<file path="src/rtl/rqt_pkg.sv">
package rqt_pkg;

    typedef enum logic [1:0] {
        RS_IDLE   = 2'd0,
        RS_ISSUED = 2'd1,
        RS_FULL   = 2'd2,
        RS_ALIAS  = 2'd3
    } rsp_e;

    typedef enum logic [3:0] {
        K_LOAD    = 4'd0,
        K_IFETCH  = 4'd1,
        K_STORE   = 4'd2,
        K_RMW_RD  = 4'd3,
        K_RMW_WR  = 4'd4,
        K_LL      = 4'd5,
        K_SC      = 4'd6,
        K_LOCK_RD = 4'd7,
        K_LOCK_WR = 4'd8,
        K_FLUSH   = 4'd9
    } kind_e;

    localparam int TBL_RD = 0;
    localparam int TBL_WR = 1;
    localparam int N_TBL  = 2;

    function automatic logic is_read_class(input logic [3:0] kind);
        return (kind == K_LOAD) || (kind == K_IFETCH);
    endfunction

endpackage

</file>
<file path="src/rtl/rqt_table.sv">
module rqt_table #(
    parameter int DEPTH  = 4,
    parameter int LW     = 26,
    parameter int TW     = 16,
    parameter int THRESH = 64,
    parameter int OW     = 3
) (
    input  logic          clk,
    input  logic          rst,
    input  logic [TW-1:0] now,
    input  logic [LW-1:0] look_line,
    output logic          look_hit,
    input  logic          ins_en,
    input  logic          rm_en,
    input  logic [LW-1:0] rm_line,
    output logic          rm_hit,
    output logic [TW-1:0] rm_age,
    output logic [OW-1:0] occ,
    output logic          stale
);
    localparam int IW = (DEPTH > 1) ? $clog2(DEPTH) : 1;

    logic [DEPTH-1:0] vld_q;
    logic [LW-1:0]    line_q  [DEPTH];
    logic [TW-1:0]    stamp_q [DEPTH];
    logic [DEPTH-1:0] look_vec, rm_vec, old_vec;
    logic [IW-1:0]    free_idx;

    for (genvar e = 0; e < DEPTH; e++) begin : g_ent
        assign look_vec[e] = vld_q[e] && (line_q[e] == look_line);
        assign rm_vec[e]   = vld_q[e] && (line_q[e] == rm_line);
        assign old_vec[e]  = vld_q[e] && ((now - stamp_q[e]) >= TW'(THRESH));
    end

    assign look_hit = |look_vec;
    assign rm_hit   = |rm_vec;
    assign stale    = |old_vec;

    always_comb begin
        free_idx = '0;
        rm_age   = '0;
        occ      = '0;
        for (int e = DEPTH - 1; e >= 0; e--) begin
            if (!vld_q[e]) free_idx = IW'(e);
            if (rm_vec[e]) rm_age = now - stamp_q[e];
            occ = occ + OW'(vld_q[e]);
        end
    end

    always_ff @(posedge clk) begin
        if (rst) begin
            vld_q <= '0;
            for (int e = 0; e < DEPTH; e++) begin
                line_q[e]  <= '0;
                stamp_q[e] <= '0;
            end
        end else begin
            for (int e = 0; e < DEPTH; e++) begin
                if (rm_en && rm_vec[e]) vld_q[e] <= 1'b0;
            end
            if (ins_en) begin
                vld_q[free_idx]   <= 1'b1;
                line_q[free_idx]  <= look_line;
                stamp_q[free_idx] <= now;
            end
        end
    end

endmodule

</file>
<file path="src/rtl/rqt_watchdog.sv">
module rqt_watchdog #(
    parameter int THRESH = 64
) (
    input  logic clk,
    input  logic rst,
    input  logic arm_req,
    input  logic busy,
    input  logic stale,
    output logic deadlock
);
    localparam int TMW = $clog2(THRESH + 1);

    logic           armed_q;
    logic [TMW-1:0] timer_q;
    logic           fire;

    assign fire = armed_q && (timer_q == TMW'(1));

    always_ff @(posedge clk) begin
        if (rst) begin
            armed_q  <= 1'b0;
            timer_q  <= '0;
            deadlock <= 1'b0;
        end else if (fire) begin
            if (stale) deadlock <= 1'b1;
            if (busy || arm_req) timer_q <= TMW'(THRESH);
            else                 armed_q <= 1'b0;
        end else if (armed_q) begin
            timer_q <= timer_q - TMW'(1);
        end else if (arm_req) begin
            armed_q <= 1'b1;
            timer_q <= TMW'(THRESH);
        end
    end

endmodule

</file>
<file path="src/rtl/rqt_tracker.sv">
module rqt_tracker
    import rqt_pkg::*;
#(
    parameter int AW      = 32,
    parameter int OFS     = 6,
    parameter int MAX_OUT = 4,
    parameter int THRESH  = 64,
    parameter int TW      = 16,
    parameter int CW      = 16
) (
    input  logic                         clk,
    input  logic                         rst,
    input  logic                         req_valid,
    input  logic [AW-1:0]                req_addr,
    input  logic [3:0]                   req_kind,
    output logic [1:0]                   req_status,
    input  logic                         cmp_valid,
    input  logic                         cmp_is_write,
    input  logic [AW-1:0]                cmp_addr,
    output logic                         cmp_miss,
    output logic [TW-1:0]                cmp_latency,
    output logic [$clog2(MAX_OUT+1)-1:0] outstanding,
    output logic [CW-1:0]                stall_wr_rd,
    output logic [CW-1:0]                stall_wr_wr,
    output logic [CW-1:0]                stall_rd_wr,
    output logic [CW-1:0]                stall_rd_rd,
    output logic                         deadlock
);
    localparam int LW = AW - OFS;
    localparam int NW = $clog2(MAX_OUT + 1);

    logic [LW-1:0] req_line, cmp_line;
    logic [TW-1:0] now_q;
    logic [NW-1:0] count_q;
    logic          rd_req, full, accept, cmp_hit;
    rsp_e          status;

    logic          look_hit [N_TBL];
    logic          rm_hit   [N_TBL];
    logic [TW-1:0] rm_age   [N_TBL];
    logic [NW-1:0] occ      [N_TBL];
    logic          stale    [N_TBL];
    logic          ins_en   [N_TBL];
    logic          rm_en    [N_TBL];
    logic [NW:0]   occ_sum;
    logic          unused_lo;

    assign req_line  = req_addr[AW-1:OFS];
    assign cmp_line  = cmp_addr[AW-1:OFS];
    assign unused_lo = ^{req_addr[OFS-1:0], cmp_addr[OFS-1:0]};
    assign occ_sum   = {1'b0, occ[TBL_RD]} + {1'b0, occ[TBL_WR]};

    assign rd_req = is_read_class(req_kind);
    assign full   = count_q >= NW'(MAX_OUT);

    always_comb begin
        if (!req_valid)                             status = RS_IDLE;
        else if (full)                              status = RS_FULL;
        else if (look_hit[TBL_RD] || look_hit[TBL_WR]) status = RS_ALIAS;
        else                                        status = RS_ISSUED;
    end

    assign accept     = (status == RS_ISSUED);
    assign req_status = status;

    for (genvar t = 0; t < N_TBL; t++) begin : g_tbl
        assign ins_en[t] = accept && (rd_req == (t == TBL_RD));
        assign rm_en[t]  = cmp_valid && (cmp_is_write == (t == TBL_WR));
        rqt_table #(
            .DEPTH (MAX_OUT),
            .LW    (LW),
            .TW    (TW),
            .THRESH(THRESH),
            .OW    (NW)
        ) tbl_i (
            .clk      (clk),
            .rst      (rst),
            .now      (now_q),
            .look_line(req_line),
            .look_hit (look_hit[t]),
            .ins_en   (ins_en[t]),
            .rm_en    (rm_en[t]),
            .rm_line  (cmp_line),
            .rm_hit   (rm_hit[t]),
            .rm_age   (rm_age[t]),
            .occ      (occ[t]),
            .stale    (stale[t])
        );
    end

    assign cmp_hit     = cmp_is_write ? rm_hit[TBL_WR] : rm_hit[TBL_RD];
    assign cmp_miss    = cmp_valid && !cmp_hit;
    assign cmp_latency = (cmp_valid && cmp_hit)
                       ? (cmp_is_write ? rm_age[TBL_WR] : rm_age[TBL_RD]) : '0;

    always_ff @(posedge clk) begin
        if (rst) begin
            now_q       <= '0;
            count_q     <= '0;
            stall_wr_rd <= '0;
            stall_wr_wr <= '0;
            stall_rd_wr <= '0;
            stall_rd_rd <= '0;
        end else begin
            now_q   <= now_q + TW'(1);
            count_q <= count_q + NW'(accept) - NW'(cmp_valid && cmp_hit);
            if (status == RS_ALIAS) begin
                if (rd_req) begin
                    if (look_hit[TBL_WR]) stall_rd_wr <= stall_rd_wr + CW'(1);
                    else                  stall_rd_rd <= stall_rd_rd + CW'(1);
                end else begin
                    if (look_hit[TBL_RD]) stall_wr_rd <= stall_wr_rd + CW'(1);
                    else                  stall_wr_wr <= stall_wr_wr + CW'(1);
                end
            end
        end
    end

    assign outstanding = count_q;

    rqt_watchdog #(.THRESH(THRESH)) wd_i (
        .clk     (clk),
        .rst     (rst),
        .arm_req (accept),
        .busy    (count_q != '0),
        .stale   (stale[TBL_RD] || stale[TBL_WR]),
        .deadlock(deadlock)
    );

endmodule

</file>
<file path="config.mk">
export PLATFORM = sky130hd
export DESIGN_NAME = rqt_tracker
export DESIGN_NICKNAME = d
export VERILOG_FILES = /design/src/rtl/rqt_pkg.sv /design/src/rtl/rqt_table.sv /design/src/rtl/rqt_watchdog.sv /design/src/rtl/rqt_tracker.sv
export SDC_FILE = /design/constraint.sdc
export NUM_CORES = 2
export LEC_CHECK = 0
export BUFFER_PORTS_ARGS = -buffer_cell sky130_fd_sc_hd__buf_2
export CAP_MARGIN = 20
export CORE_MARGIN = 2
export CORE_UTILIZATION = 50
export CTS_BUF_LIST = sky130_fd_sc_hd__clkbuf_4
export CTS_CLUSTER_SIZE = 12
export DETAILED_ROUTE_END_ITERATION = 10
export PLACE_DENSITY = 0.66
export SLEW_MARGIN = 20
export SYNTH_ARGS = -nofsm -noshare
export SYNTH_HDL_FRONTEND = slang
export SYNTH_SLANG_ARGS = --single-unit
export TNS_END_PERCENT = 20
</file>
<file path="constraint.sdc">
create_clock -name clk -period 8.83 [get_ports clk]
set_clock_uncertainty 0.1 [all_clocks]
set_input_delay 2.2075 -clock clk [delete_from_list [all_inputs] [get_ports clk]]
set_output_delay 2.2075 -clock clk [all_outputs]
set_load 0.01 [all_outputs]
</file>
== After elaboration in Yosys (flattened, before gate mapping) ==
Memory sizes are Yosys's and may differ from the RTL's.
Index checks and enable logic that the tools add are counted.
Storage, ports and cells
  register bits after elaboration: 100
  memory bits (writable): 336
  input port bits: 73
  output and inout bits: 87
  word-level logic and storage cells: 209
  memories kept: 4
Cells by class
  add/subtract/negate cells: 16
  $lt $le $gt $ge: 13
  equality and inequality tests: 22
  mux-type cells: 72
  bitwise logic cells: 6
  reductions and logical operators: 65
Memory list
  g_tbl[0].tbl_i.line_q: depth 4, bits a word 26, rd ports 4, clocked after Yosys merged registers in 0, wr ports 4, RTL line rqt_table.sv:24  | logic [LW-1:0] line_q [DEPTH];
  g_tbl[1].tbl_i.line_q: depth 4, bits a word 26, rd ports 4, clocked after Yosys merged registers in 0, wr ports 4, RTL line rqt_table.sv:24
  g_tbl[0].tbl_i.stamp_q: depth 4, bits a word 16, rd ports 4, clocked after Yosys merged registers in 0, wr ports 4, RTL line rqt_table.sv:25  | logic [TW-1:0] stamp_q [DEPTH];
  g_tbl[1].tbl_i.stamp_q: depth 4, bits a word 16, rd ports 4, clocked after Yosys merged registers in 0, wr ports 4, RTL line rqt_table.sv:25
Operators by type and width (number)
  $eq A26 B26 Y1: 16
  $mux W16: 12
  $ge A16 B7 Y1 const B: 8
  $sub A16 B16 Y16: 8
  $add A16 B1 Y16 const B: 5
  $mux W26: 2
  $reduce_or A26 Y1: 2
  $logic_and A1 B1 Y1: 41
  $mux W1: 35
  $reduce_or A16 Y1: 2
  $mux W2: 15
  $mux W7: 4
  $reduce_or A4 Y1: 6
  $reduce_and A3 Y1: 4
  $mux W4: 2
  $or A4 B4 Y4: 2
  $eq A7 B1 Y1 const B: 1
  $sub A7 B1 Y7 const B: 1
  $lt A2 B3 Y1 const B: 2
  $reduce_bool A3 Y1: 2
  $demux W1 S2: 2
  $eq A4 B1 Y1 const B: 1
  $ge A2 B1 Y1 const B: 2
  $logic_not A4 Y1: 1
  10 further kinds: 18

== Longest topological paths before layout ==
  depth after elaboration: 14
  mapped depth: 18
  mapped depth without buffers: 16

== Hierarchy ==
Synthesis repeated with hierarchy kept, for this count alone.
Unflattened totals
  cells, all modules: 3023
  area total of the unflattened synthesis: 29666.0 µm²
Modules (own cells, without submodules)
  rqt_table (g_tbl[0].tbl_i): instances 1, cells an instance 1245, area an instance 12580.8 µm², sequential area each 5124.9 µm²
  rqt_table (g_tbl[1].tbl_i): instances 1, cells an instance 1236, area an instance 12518.3 µm², sequential area each 5124.9 µm²
  rqt_tracker: instances 1, cells an instance 493, area an instance 4119.0 µm², sequential area each 1661.6 µm²
  rqt_watchdog: instances 1, cells an instance 49, area an instance 447.9 µm², sequential area each 180.2 µm²

== Least setup slack after synthesis ==
Ideal clock, no wire load.
  path kind: input to register
  start point: in req_addr[25]
  end point: mem g_tbl[0].tbl_i.line_q[3][0] (enable)
  arrival time: 6.812 ns
  data required time: 8.226 ns
  path slack: 1.414 ns
  cell stages on the path: 9
  buffers on the path: 1
  cell sequence: buf_2 > xnor2_1 > nand4_1 > nor3_1 > a22oi_1 > and2_1 > nand4_1 > or3_1 > o31ai_1
RTL lines
  start: declaration: RTL line rqt_tracker.sv:14  | input logic [AW-1:0] req_addr,
  end: declaration: RTL line rqt_table.sv:24

== Final worst setup path ==
  start point: in cmp_addr[22]
  end point: out cmp_latency[10]
Between the ends
  longest elaborated chain between the ends: 8
Ends and longest elaborated chain
  start: declaration: RTL line rqt_tracker.sv:19  | input logic [AW-1:0] cmp_addr,
  $eq A26 B26 Y1: RTL line rqt_table.sv:31  | assign rm_vec[e] = vld_q[e] && (line_q[e] == rm_line);
  $logic_and A1 B1 Y1: RTL line rqt_table.sv:31
  $mux W16 (4 in series): RTL line rqt_table.sv:45  | if (rm_vec[e]) rm_age = now - stamp_q[e];
  $mux W16: RTL line rqt_tracker.sv:94  | ? (cmp_is_write ? rm_age[TBL_WR] : rm_age[TBL_RD]) : '0;
  $mux W16 (*): RTL line rqt_tracker.sv:94
  end: declaration: RTL line rqt_tracker.sv:21  | output logic [TW-1:0] cmp_latency,
Every way passes the cells marked *; elsewhere a longest branch is shown, timed or not.

==> qor.csv <==
metric,value,unit
endpoint,cmp_latency[10],
num_vias,23533,
dp_hpwl,58200,microns
cpPeakStageDelay,0.56,ns
grt_remaining_overflow,0,
synth_edf_count,336,
syn_inst,3046,
insertion_delay,0.94,ns
yosysUniqueCellTypes,78,
hold_slack,0.392,ns
area_growth,9.87,%
crit_fanout,16,
cp.arrival,5.87,ns
worstRegToRegCells,16,
synth_warnings,0,
rr_endpoint,outstanding[2],
layout.nets,3390,
portBuffers,146,
crit_required,6.52,ns
end_kind,primary output,
die-area,61100,sq um
relSlewSlack,34.3,%
async_flop_share,0,%
timing.fmax,0.122,GHz
syn_area,29500,sq um
synth_nets,3257,
irDropWorstVdd,129,uV
synth_sequential_area_ratio,40.9,%
row_count,89,
p_per_area,156,nW/um^2
drc,0,
clock_path_buffers,3,
drt_first_pass_iters,6,
core_area,58700,sq um
initial_core_util,50.4,%
clk_pin_slew,0.07,ns
power_leakage,12.7,nW
worst-setup-path-type,primary input to primary output,
wl_per_cell,21.4,microns
cts.sinks,436,
syn_area_per_cell,9.70,sq um
ios,160,
finalCritPeriodShare,92.7,%
cts.repair.resized,0,
drt_iter0_drc,2415,
post_cts_buffers,0,
cp.depth,12,
synth_ff_type,edfxtp_1,
cts_tree,yes,
grt_max_degree,76,
synth-seq-cells,436,
routed_via_density,5.80,
fin_crit,8.18,ns
fin_setup_tns,0,ns
cp.buffers_inverters,4,
drv_slew,0,
path_cells,buf_2 -> xnor2_1 -> nand4_1 -> or4_1 -> nor4_2 -> buf_4 -> nor2_1 -> a41oi_1 -> nand2_1 -> inv_1 -> o21a_1 -> buf_2,
crit_path_frequent_cell,buf_2,
outcome,completed,
die_width,247,microns
ant_nets,0,
antenna_found_initial,5,
power,5.07,mW
routed_wl,86900,microns
cts_made_buffers,117,
finalHoldViolCount,0,
tightestPinTransition,0.973,ns
r2r_start,g_tbl[0].tbl_i.line_q[3][23],
setup_viol,0,
root_buffer,clkbuf_4,
cp_slowest_cell,a41oi_1,
hp-class,flip-flop to flip-flop,
cpLargestDelayFamily,simple AND/OR/NAND/NOR gates,
track_usage,28.4,%
htreeDepth,3,
grt_pass1_wl,131000,microns
routabilityCongestion,0.914,
crit_path_start_kind,primary input,
cts-hold-fix-buffers,0,
cap_viol_max_count,0,
grt_pass1_vias,22971,
rsz0062_at_grt,false,
die_y,247,microns
drive_gt1_share,12.9,%
nFillCells,5198,
reg2reg_slack,4.00,ns
startpoint,cmp_addr[22],
==> logic make-up after synthesis <==
kind of cell,Yosys count,synth area share [%]
AOI/OAI and AO/OA,422,9.31
and+or+nand+nor,1088,20.4
adders and majority gates,138,6.07
DFF,436,40.9
buffers and inverters,345,4.70
muxes,52,1.81
xor gates and xnor gates,565,16.7
==> flip-flops by register name (all words and copies together), names as in the netlist, 3 cells and up <==
| name | flops |
|---|---|
| stall_wr_rd | 16 |
| now_q | 16 |
| g_tbl.tbl_i.vld_q | 8 |
| g_tbl.tbl_i.line_q | 208 |
| stall_rd_wr | 16 |
| outstanding | 3 |
| wd_i.timer_q | 7 |
| stall_rd_rd | 16 |
| g_tbl.tbl_i.stamp_q | 128 |
| stall_wr_wr | 16 |
==> Yosys cell counts (all sizes together) (70+ instances only) <==
library cell / instances / share of area [%]
xnor2: 436 / 13
and2: 343 / 7.3
edfxtp: 336 / 34
nor2: 183 / 2.3
inv: 174 / 2.2
ha: 129 / 5.5
xor2: 129 / 3.8
a21oi: 115 / 1.9
nand4: 115 / 2.4
nand2: 102 / 1.3
dfxtp: 100 / 6.8
o21ai: 97 / 1.6
clkbuf: 96 / 1.2
buf: 73 / 1.2
nand3: 70 / 1.2
==> how the worst min path moves through the flow <==
stage / startpoint / endpoint / slack (ns) / cells after the start
floorplan: wd_i.timer_q[6] / wd_i.timer_q[6] / 0.35 / 1
global placement: wd_i.timer_q[6] / wd_i.timer_q[6] / 0.37 / 1
detailed placement: stall_rd_rd[15] / stall_rd_rd[15] / 0.38 / 2
CTS: stall_rd_rd[15] / stall_rd_rd[15] / 0.40 / 2
global route: stall_rd_rd[15] / stall_rd_rd[15] / 0.41 / 2
finish: stall_rd_rd[15] / stall_rd_rd[15] / 0.39 / 2
==> cell type report <==
type                       instances  area [sq um]  area share, %
antenna                            3          7.51         0.0231
clock buffer                     173          1300           4.00
clock inverter                    47           243          0.748
inverter                         176           661           2.03
multi-input combinational       2265         16200           49.9
sequential                       436         12100           37.2
tap                              773           967           2.98
timing repair buffer             183          1010           3.11
==> metal layers <==
layer	global-route usage (%)	vias to the layer above	part of all wire (%)
li1	-	11028	-
met1	37.6	11177	41
met2	45.1	1074	45
met3	4.76	254	8.6
met4	13.7	0	5.0
met5	0	-	0
==> stage by stage <==
stage	utilization, %	cell area (sq um)	worst slack, ns	std cells
floorplan	-	29500	1.41	3046
CTS	55.3	32400	0.695	4053
finish	55.3	32500	0.649	4056
global route	55.3	32500	0.478	4056
detailed placement	52.7	30900	0.702	3833
global placement	52.7	30900	0.711	3833
==> report_power, final <==
part	leakage (nW)	total [mW]	internal [mW]	switching (mW)
clock network	0.921	1.86	0.936	0.925
logic	7.51	0.797	0.314	0.483
registers	4.29	2.41	2.32	0.0861
total	12.7	5.07	3.57	1.49
==> worst min-delay path: stages, from the launching register on <==
cell     delay, ns
dfxtp_1       0.32
o21ai_0       0.07
a21oi_1       0.06
==> placed cells by master, fill, tap and decap left out, drive strengths merged, types with 7 or more instances in the layout <==
cell,Yosys,final
xor2,129,129
nor4,52,52
nor2,183,183
a211oi,19,19
a21oi,115,115
ha,129,129
o41ai,8,8
a21o,31,31
a2111oi,10,10
nand3,70,70
edfxtp,336,336
o31a,7,7
or2,9,9
nand3b,7,7
nand4,115,115
clkbuf,96,173
a311oi,8,8
o21ai,97,97
dfxtp,100,100
clkinv,2,43
and3,24,24
mux2i,41,41
o211ai,14,14
mux2,11,11
a21boi,9,9
nor3,65,65
a31oi,26,26
o21a,13,13
nor2b,26,26
xnor2,436,436
and2,343,343
or3,27,27
inv,174,177
fa,9,9
nor3b,10,10
o31ai,11,11
nand2b,30,30
nand2,102,102
buf,73,183
o21bai,9,9
Note: power is estimated with default switching activity, not from simulation.
